`config.mk`:
```
export PLATFORM = sky130hd
export DESIGN_NAME = adc_cmd_responder
export DESIGN_NICKNAME = d
export VERILOG_FILES = /design/src/rtl/adc_resp_pkg.sv /design/src/rtl/adc_spi_frame.sv /design/src/rtl/adc_cmd_regs.sv /design/src/rtl/adc_reply_pipe.sv /design/src/rtl/adc_cmd_responder.sv
export SDC_FILE = /design/constraint.sdc
export NUM_CORES = 1
export LEC_CHECK = 0
export CORE_UTILIZATION = 40
export CTS_CLUSTER_SIZE = 8
export DETAILED_ROUTE_END_ITERATION = 6
export PLACE_DENSITY_LB_ADDON = 0.25
export SETUP_SLACK_MARGIN = 0.15
export SYNTH_ARGS = -nofsm -noshare
export SYNTH_HDL_FRONTEND = slang
export SYNTH_SLANG_ARGS = --single-unit
```
`constraint.sdc`:
```
create_clock -name clk -period 4.6 [get_ports clk]
set_input_delay 0.92 -clock clk [delete_from_list [all_inputs] [get_ports clk]]
set_output_delay 0.92 -clock clk [all_outputs]
set_load 0.1 [all_outputs]
```
`src/rtl/adc_resp_pkg.sv`:
```
package adc_resp_pkg;
    localparam int FRAME_W = 16;
    localparam int TAG_W   = 4;
    localparam int SMP_W   = FRAME_W - TAG_W;
    localparam int NGPIO   = 4;

    // command bit positions (fixed by the host protocol)
    localparam int B_PINCMD = 14;
    localparam int B_MANUAL = 12;
    localparam int B_WREN   = 11;
    localparam int B_RSTALL = 9;
    localparam int CH_LSB   = 7;

    // packed so that it maps one-to-one onto command bits 6:0
    typedef struct packed {
        logic             range_hi;
        logic             pwrdn;
        logic             pin_rd;
        logic [NGPIO-1:0] pin_lvl;
    } cfg_t;

    localparam int   CFG_W   = $bits(cfg_t);
    localparam cfg_t CFG_RST = cfg_t'(7'b1000000);
endpackage

```
`src/rtl/adc_spi_frame.sv`:
```
module adc_spi_frame
    import adc_resp_pkg::*;
#(
    parameter int W = FRAME_W
) (
    input  logic         clk,
    input  logic         rst_n,
    input  logic         sclk,
    input  logic         cs_n,
    input  logic         mosi,
    input  logic [W-1:0] tx_word,
    output logic         miso,
    output logic         cs_active,
    output logic         frame_valid,
    output logic [W-1:0] frame_word
);
    localparam int CNT_W = $clog2(W + 1);

    typedef struct packed {
        logic [1:0]       sclk_s;
        logic [1:0]       cs_s;
        logic [1:0]       mosi_s;
        logic             sclk_p;
        logic             cs_p;
        logic [W-1:0]     rx;
        logic [W-1:0]     tx;
        logic [CNT_W-1:0] cnt;
        logic             valid;
    } spi_st_t;

    spi_st_t st_d, st_q;

    always_comb begin
        logic sclk_now, cs_now, mosi_now;
        st_d        = st_q;
        st_d.sclk_s = {st_q.sclk_s[0], sclk};
        st_d.cs_s   = {st_q.cs_s[0], cs_n};
        st_d.mosi_s = {st_q.mosi_s[0], mosi};
        sclk_now    = st_q.sclk_s[1];
        cs_now      = st_q.cs_s[1];
        mosi_now    = st_q.mosi_s[1];
        st_d.sclk_p = sclk_now;
        st_d.cs_p   = cs_now;
        st_d.valid  = 1'b0;
        if (st_q.cs_p && !cs_now) begin
            st_d.tx  = tx_word;
            st_d.rx  = '0;
            st_d.cnt = '0;
        end else if (!cs_now) begin
            if (sclk_now && !st_q.sclk_p && st_q.cnt < CNT_W'(W)) begin
                st_d.rx  = {st_q.rx[W-2:0], mosi_now};
                st_d.cnt = st_q.cnt + 1'b1;
            end
            if (!sclk_now && st_q.sclk_p) begin
                st_d.tx = {st_q.tx[W-2:0], 1'b0};
            end
        end else if (!st_q.cs_p && st_q.cnt == CNT_W'(W)) begin
            st_d.valid = 1'b1;
        end
    end

    always_ff @(posedge clk or negedge rst_n) begin
        if (!rst_n) begin
            st_q        <= '0;
            st_q.cs_s   <= 2'b11;
            st_q.cs_p   <= 1'b1;
        end else begin
            st_q <= st_d;
        end
    end

    assign cs_active   = !st_q.cs_s[1];
    assign miso        = cs_active & st_q.tx[W-1];
    assign frame_valid = st_q.valid;
    assign frame_word  = st_q.rx;
endmodule

```
`src/rtl/adc_cmd_regs.sv`:
```
module adc_cmd_regs
    import adc_resp_pkg::*;
(
    input  logic               clk,
    input  logic               rst_n,
    input  logic               frame_valid,
    input  logic [FRAME_W-1:0] frame_word,
    output cfg_t               cfg,
    output logic [NGPIO-1:0]   dir,
    output logic [TAG_W-1:0]   ch,
    output logic               adv
);
    typedef struct packed {
        cfg_t             cfg;
        logic [NGPIO-1:0] dir;
        logic [TAG_W-1:0] ch;
        logic             adv;
    } reg_st_t;

    reg_st_t st_d, st_q;
    logic    unused_bits;

    assign unused_bits = ^{frame_word[15], frame_word[13]};

    always_comb begin
        st_d     = st_q;
        st_d.adv = frame_valid;
        if (frame_valid) begin
            if (frame_word[B_PINCMD]) begin
                if (frame_word[B_RSTALL]) begin
                    st_d.cfg = CFG_RST;
                    st_d.dir = '0;
                    st_d.ch  = '0;
                end else begin
                    st_d.dir = frame_word[NGPIO-1:0];
                end
            end else if (frame_word[B_MANUAL]) begin
                st_d.ch = frame_word[CH_LSB +: TAG_W];
                if (frame_word[B_WREN]) begin
                    st_d.cfg = cfg_t'(frame_word[CFG_W-1:0]);
                end
            end
        end
    end

    always_ff @(posedge clk or negedge rst_n) begin
        if (!rst_n) begin
            st_q     <= '0;
            st_q.cfg <= CFG_RST;
        end else begin
            st_q <= st_d;
        end
    end

    assign cfg = st_q.cfg;
    assign dir = st_q.dir;
    assign ch  = st_q.ch;
    assign adv = st_q.adv;
endmodule

```
`src/rtl/adc_reply_pipe.sv`:
```
module adc_reply_pipe
    import adc_resp_pkg::*;
#(
    parameter int NUM_CH = 16
) (
    input  logic                    clk,
    input  logic                    rst_n,
    input  logic                    adv,
    input  logic [TAG_W-1:0]        ch,
    input  logic                    pwrdn,
    input  logic                    pin_rd,
    input  logic [NGPIO-1:0]        gpio_in,
    input  logic [NUM_CH*SMP_W-1:0] sample_data,
    output logic [FRAME_W-1:0]      reply
);
    typedef struct packed {
        logic [TAG_W-1:0]   conv_ch;
        logic [SMP_W-1:0]   conv_smp;
        logic [FRAME_W-1:0] rep;
    } pipe_st_t;

    pipe_st_t         st_d, st_q;
    logic [SMP_W-1:0] smp [NUM_CH];
    logic [SMP_W-1:0] sel;

    for (genvar k = 0; k < NUM_CH; k++) begin : g_unpack
        assign smp[k] = sample_data[k*SMP_W +: SMP_W];
    end

    always_comb begin
        sel = '0;
        for (int k = 0; k < NUM_CH; k++) begin
            if (int'(ch) == k) sel = smp[k];
        end
    end

    always_comb begin
        st_d = st_q;
        if (adv) begin
            if (pwrdn) begin
                st_d.rep = '0;
            end else begin
                st_d.rep = {(pin_rd ? gpio_in : st_q.conv_ch), st_q.conv_smp};
            end
            st_d.conv_ch  = ch;
            st_d.conv_smp = sel;
        end
    end

    always_ff @(posedge clk or negedge rst_n) begin
        if (!rst_n) st_q <= '0;
        else        st_q <= st_d;
    end

    assign reply = st_q.rep;
endmodule

```
`src/rtl/adc_cmd_responder.sv`:
```
module adc_cmd_responder
    import adc_resp_pkg::*;
#(
    parameter int NUM_CH = 16
) (
    input  logic                    clk,
    input  logic                    rst_n,
    input  logic                    spi_sclk,
    input  logic                    spi_cs_n,
    input  logic                    spi_mosi,
    output logic                    spi_miso,
    input  logic [NUM_CH*SMP_W-1:0] sample_data,
    input  logic [NGPIO-1:0]        gpio_in,
    output logic [NGPIO-1:0]        gpio_out,
    output logic [NGPIO-1:0]        gpio_oe,
    output logic                    range_hi,
    output logic                    pwrdn_out
);
    logic               frame_valid;
    logic [FRAME_W-1:0] frame_word;
    logic               cs_active;
    logic [FRAME_W-1:0] reply;
    cfg_t               cfg;
    logic [NGPIO-1:0]   dir;
    logic [TAG_W-1:0]   ch;
    logic               adv;

    adc_spi_frame #(.W(FRAME_W)) u_spi (
        .clk         (clk),
        .rst_n       (rst_n),
        .sclk        (spi_sclk),
        .cs_n        (spi_cs_n),
        .mosi        (spi_mosi),
        .tx_word     (reply),
        .miso        (spi_miso),
        .cs_active   (cs_active),
        .frame_valid (frame_valid),
        .frame_word  (frame_word)
    );

    adc_cmd_regs u_regs (
        .clk         (clk),
        .rst_n       (rst_n),
        .frame_valid (frame_valid),
        .frame_word  (frame_word),
        .cfg         (cfg),
        .dir         (dir),
        .ch          (ch),
        .adv         (adv)
    );

    adc_reply_pipe #(.NUM_CH(NUM_CH)) u_pipe (
        .clk         (clk),
        .rst_n       (rst_n),
        .adv         (adv),
        .ch          (ch),
        .pwrdn       (cfg.pwrdn),
        .pin_rd      (cfg.pin_rd),
        .gpio_in     (gpio_in),
        .sample_data (sample_data),
        .reply       (reply)
    );

    assign gpio_oe   = dir;
    assign gpio_out  = cfg.pin_lvl & dir;
    assign range_hi  = cfg.range_hi;
    assign pwrdn_out = cfg.pwrdn;
endmodule

```
==> flow_summary_export.csv <==
group,metric,value,unit
setup_path,path_max_fanout,15,
die,die_y,124,microns
cells_and_area,final_cells,1006,
clock_network,cts_resized,0,
placement,dp_cells,988,
run,maxCapViolCount,0,
cells_and_area,fin_area,8310,sq um
min_path,hold_class,"reg -> reg",
die,rows,44,
power_and_ir_drop,netSwitchingPower,0.414,mW
die,coreArea,14500,sq um
setup_path,ff2ff_path_depth,4,
clock_network,clk_pin_slew_worst_paths,0.07,ns
clock_network,ctsHoldBuffers,0,
drt,num_vias,5783,
grt,grt_pass1_vias,5636,
drt,routedWlPerCell,19.7,microns
drt,drt_wl_total,19.8,mm
power_and_ir_drop,seq_power_share,46.5,%
power_and_ir_drop,pwr-share-clk,38.5,%
setup_path,cp.depth,1,
setup_path,crit_required,3.68,ns
die,initial_core_util,41.0,%
timing,setup_viol,0,
synth,synth_top_area_cell,"dfrtp_1",
timing,worstMarginPinSlew,1.17,ns
drt,ant_nets,0,
synth,ys_ff_latch,93,
drt,drtIter0Drc,407,
synth,yosysTopAreaCellShare,37.6,%
clock_network,htree_levels,3,
die,die_area,15300,sq um
timing,finalHoldViolCount,0,
placement,place.gp.congestion,0.927,
setup_path,critPathSlowestCell,"clkdlybuf4s50_1",
synth,netlist-cell-type-count,67,
timing,post-route-period-util,66.2,%
synth,synth_enable_flop_cells,0,
drt,drc_errors,0,
cells_and_area,layout_common_cells,"clkdlybuf4s50_1, dfrtp_1, o21ai_0",
power_and_ir_drop,netSwitchingFraction,23.1,%
min_path,hold_path_depth,0,
setup_path,cp_num_buf_inv,1,
setup_path,critPathLaunchType,"register",
placement,placed_cell_area,8030,sq um
synth,synth_nets,843,
synth,ys_async_sr_fraction,100,%
timing,drv_slew,0,
grt,grt_overflow,0,
power_and_ir_drop,leakage,3.16,nW
setup_path,critPathKind,"reg -> out",
timing,min_period,3.04,ns
synth,synth_area_leaders,"dfrtp_1, o21ai_0, mux2i_1",
clock_network,cts_root_buf,"clkbuf_16",
die,die_width,124,microns
run_status,status,"finished, final reports clean",
power_and_ir_drop,vdd_drop_max,0.147,mV
power_and_ir_drop,pwr-share-comb,15.0,%
synth,ys_warn_count,0,
cells_and_area,final_nets,1018,
grt,antenna_found_initial,2,
clock_network,post_cts_buffers,0,
timing,maxSlewHeadroom,21.9,%
cells_and_area,regArea,2330,sq um
setup_path,endpoint_kind,"output port",
drt,dr.pass1.iters,5,
setup_path,cp_top_family,"buffers and inverters",
placement,hpwl,15.3,mm
grt,globalRouteTotalUtil,26.3,%
clock_network,clk_latency,0.34,ns
setup_path,cp_slowest_stage_delay,1.22,ns
grt,grt_max_degree,55,
cells_and_area,utilization,57.4,%
clock_network,cts_buffers,9,
clock_network,clock_path_buffers,2,
timing,clock.fmax,0.329,GHz
drt,vias_per_cell,5.75,
cells_and_area,multi_input_area,3220,sq um
power_and_ir_drop,internal_power,1.38,mW
clock_network,cts_tree,"built",
synth,yosysSeqAreaShare,39.3,%
setup_path,path_cells,"clkdlybuf4s50_1",
clock_network,clkSinkCount,93,
cells_and_area,layout-drive-gt1-share,9.15,%
setup_path,crit_arrival,2.12,ns
cells_and_area,final_common_cell,"clkdlybuf4s50_1",
timing,rsz0062_at_grt,"no",
synth,synthCells,640,
synth,synth.avg_cell_area,9.26,sq um
die,ios,212,
timing,fin_worst_skew,0.00768,ns
power_and_ir_drop,pwr_density_cell,216,nW/um^2
placement,io_buffers,211,
synth,synth_area,5930,sq um
cells_and_area,fill_cells,1303,
synth,synth_ff_type,"dfrtp_1",
cells_and_area,area_delta_synth_final,40.1,%
grt,grt_pass1_wl,30.3,mm
timing,setup-tns-final,0,ns
-- synth_stat cells, drive strengths merged (2+ instances only) --
| master | n |
|---|---|
| dfrtp | 89 |
| o21ai | 73 |
| nand2 | 55 |
| a21oi | 47 |
| nor2 | 35 |
| buf | 31 |
| mux2i | 29 |
| clkbuf | 23 |
| a22o | 20 |
| inv | 20 |
| mux2 | 20 |
| nor2b | 17 |
| a211oi | 14 |
| nand3b | 12 |
| o22ai | 12 |
| or2 | 12 |
| mux4 | 11 |
| nand3 | 11 |
| nand2b | 10 |
| nor3 | 10 |
| a31oi | 9 |
| and2 | 5 |
| o221ai | 5 |
| o2bb2ai | 5 |
| a221oi | 4 |
| dfstp | 4 |
| nand4 | 4 |
| nor3b | 4 |
| o211ai | 4 |
| o311ai | 4 |
| a32o | 3 |
| a21boi | 2 |
| a221o | 2 |
| a22oi | 2 |
| a32oi | 2 |
| a41oi | 2 |
| and2b | 2 |
| clkinv | 2 |
| ha | 2 |
| nand4b | 2 |
| o2111ai | 2 |
| or3 | 2 |
| xor2 | 2 |
-- state kept, by name, indices dropped and copies added, names as in the netlist --
signal             flops
u_spi.st_q            24
u_pipe.reply          16
u_pipe.st_q           16
u_spi.frame_word      15
u_regs.cfg             7
u_spi.st_d             5
u_regs.ch              4
u_regs.dir             4
u_regs.adv             1
u_spi.frame_valid      1
-- final cells by class --
type | count | share of cell area (%)
Tap cell | 184 | 2.77
Timing Repair Buffer | 218 | 26.0
Antenna cell | 2 | 0.0603
Clock inverter | 5 | 0.467
Sequential cell | 93 | 28.1
Inverter | 22 | 0.994
Multi-Input combinational cell | 471 | 38.8
Clock buffer | 11 | 2.80
-- metrics by stage --
| step | hold slack, ns | setup WS [ns] | power (mW) |
|---|---|---|---|
| after floorplan | 0.331 | 1.90 | 0.905 |
| after global placement | 0.338 | 1.92 | 1.12 |
| after detailed placement | 0.342 | 1.91 | 1.12 |
| after CTS | 0.358 | 1.53 | 1.81 |
| after global routing | 0.364 | 1.48 | 1.85 |
| final | 0.354 | 1.56 | 1.79 |
-- final timing paths --
path | slack [ns] | from | endpoint
min reg2reg | 0.35 | u_spi.st_d[45] | u_spi.st_d[39]
max reg2reg | 1.92 | u_regs.ch[2] | u_pipe.st_q[23]
max | 1.56 | u_regs.cfg[5] | pwrdn_out
min | 0.35 | u_spi.st_d[45] | u_spi.st_d[39]
min in group asynchronous | 0.63 | rst_n | u_spi.st_d[39]
max in group asynchronous | 3.00 | rst_n | u_spi.st_q[14]
-- logic make-up after synthesis --
logic type                 Yosys count  share of synthesized area [%]
xor gates and xnor gates             3                          0.443
AOI/OAI and AO/OA                  220                           23.6
adders and majority gates            2                          0.422
DFF                                 93                           39.3
muxes                               60                           13.1
buffers and inverters               76                           6.46
and+or+nand+nor                    186                           16.6
-- power groups by stage --
stage | logic (mW) | clock network [mW] | registers [mW]
2_1_floorplan | 0.0584 | 0 | 0.846
3_3_place_gp | 0.268 | 0 | 0.848
3_5_place_dp | 0.270 | 0 | 0.849
4_1_cts | 0.271 | 0.702 | 0.833
5_1_grt | 0.286 | 0.733 | 0.834
6_report | 0.269 | 0.690 | 0.833
-- metal layers --
metal / routed length [microns] / global-route usage (%) / up-vias / part of all wire, %
met5: 0 / 0 / - / 0
met4: 683 / 11.9 / 0 / 3.4
met3: 1130 / 4.58 / 43 / 5.7
met2: 9880 / 44.2 / 244 / 50
met1: 8120 / 32.9 / 2794 / 41
li1: - / - / 2702 / -
(Power assumes the default switching activity.)
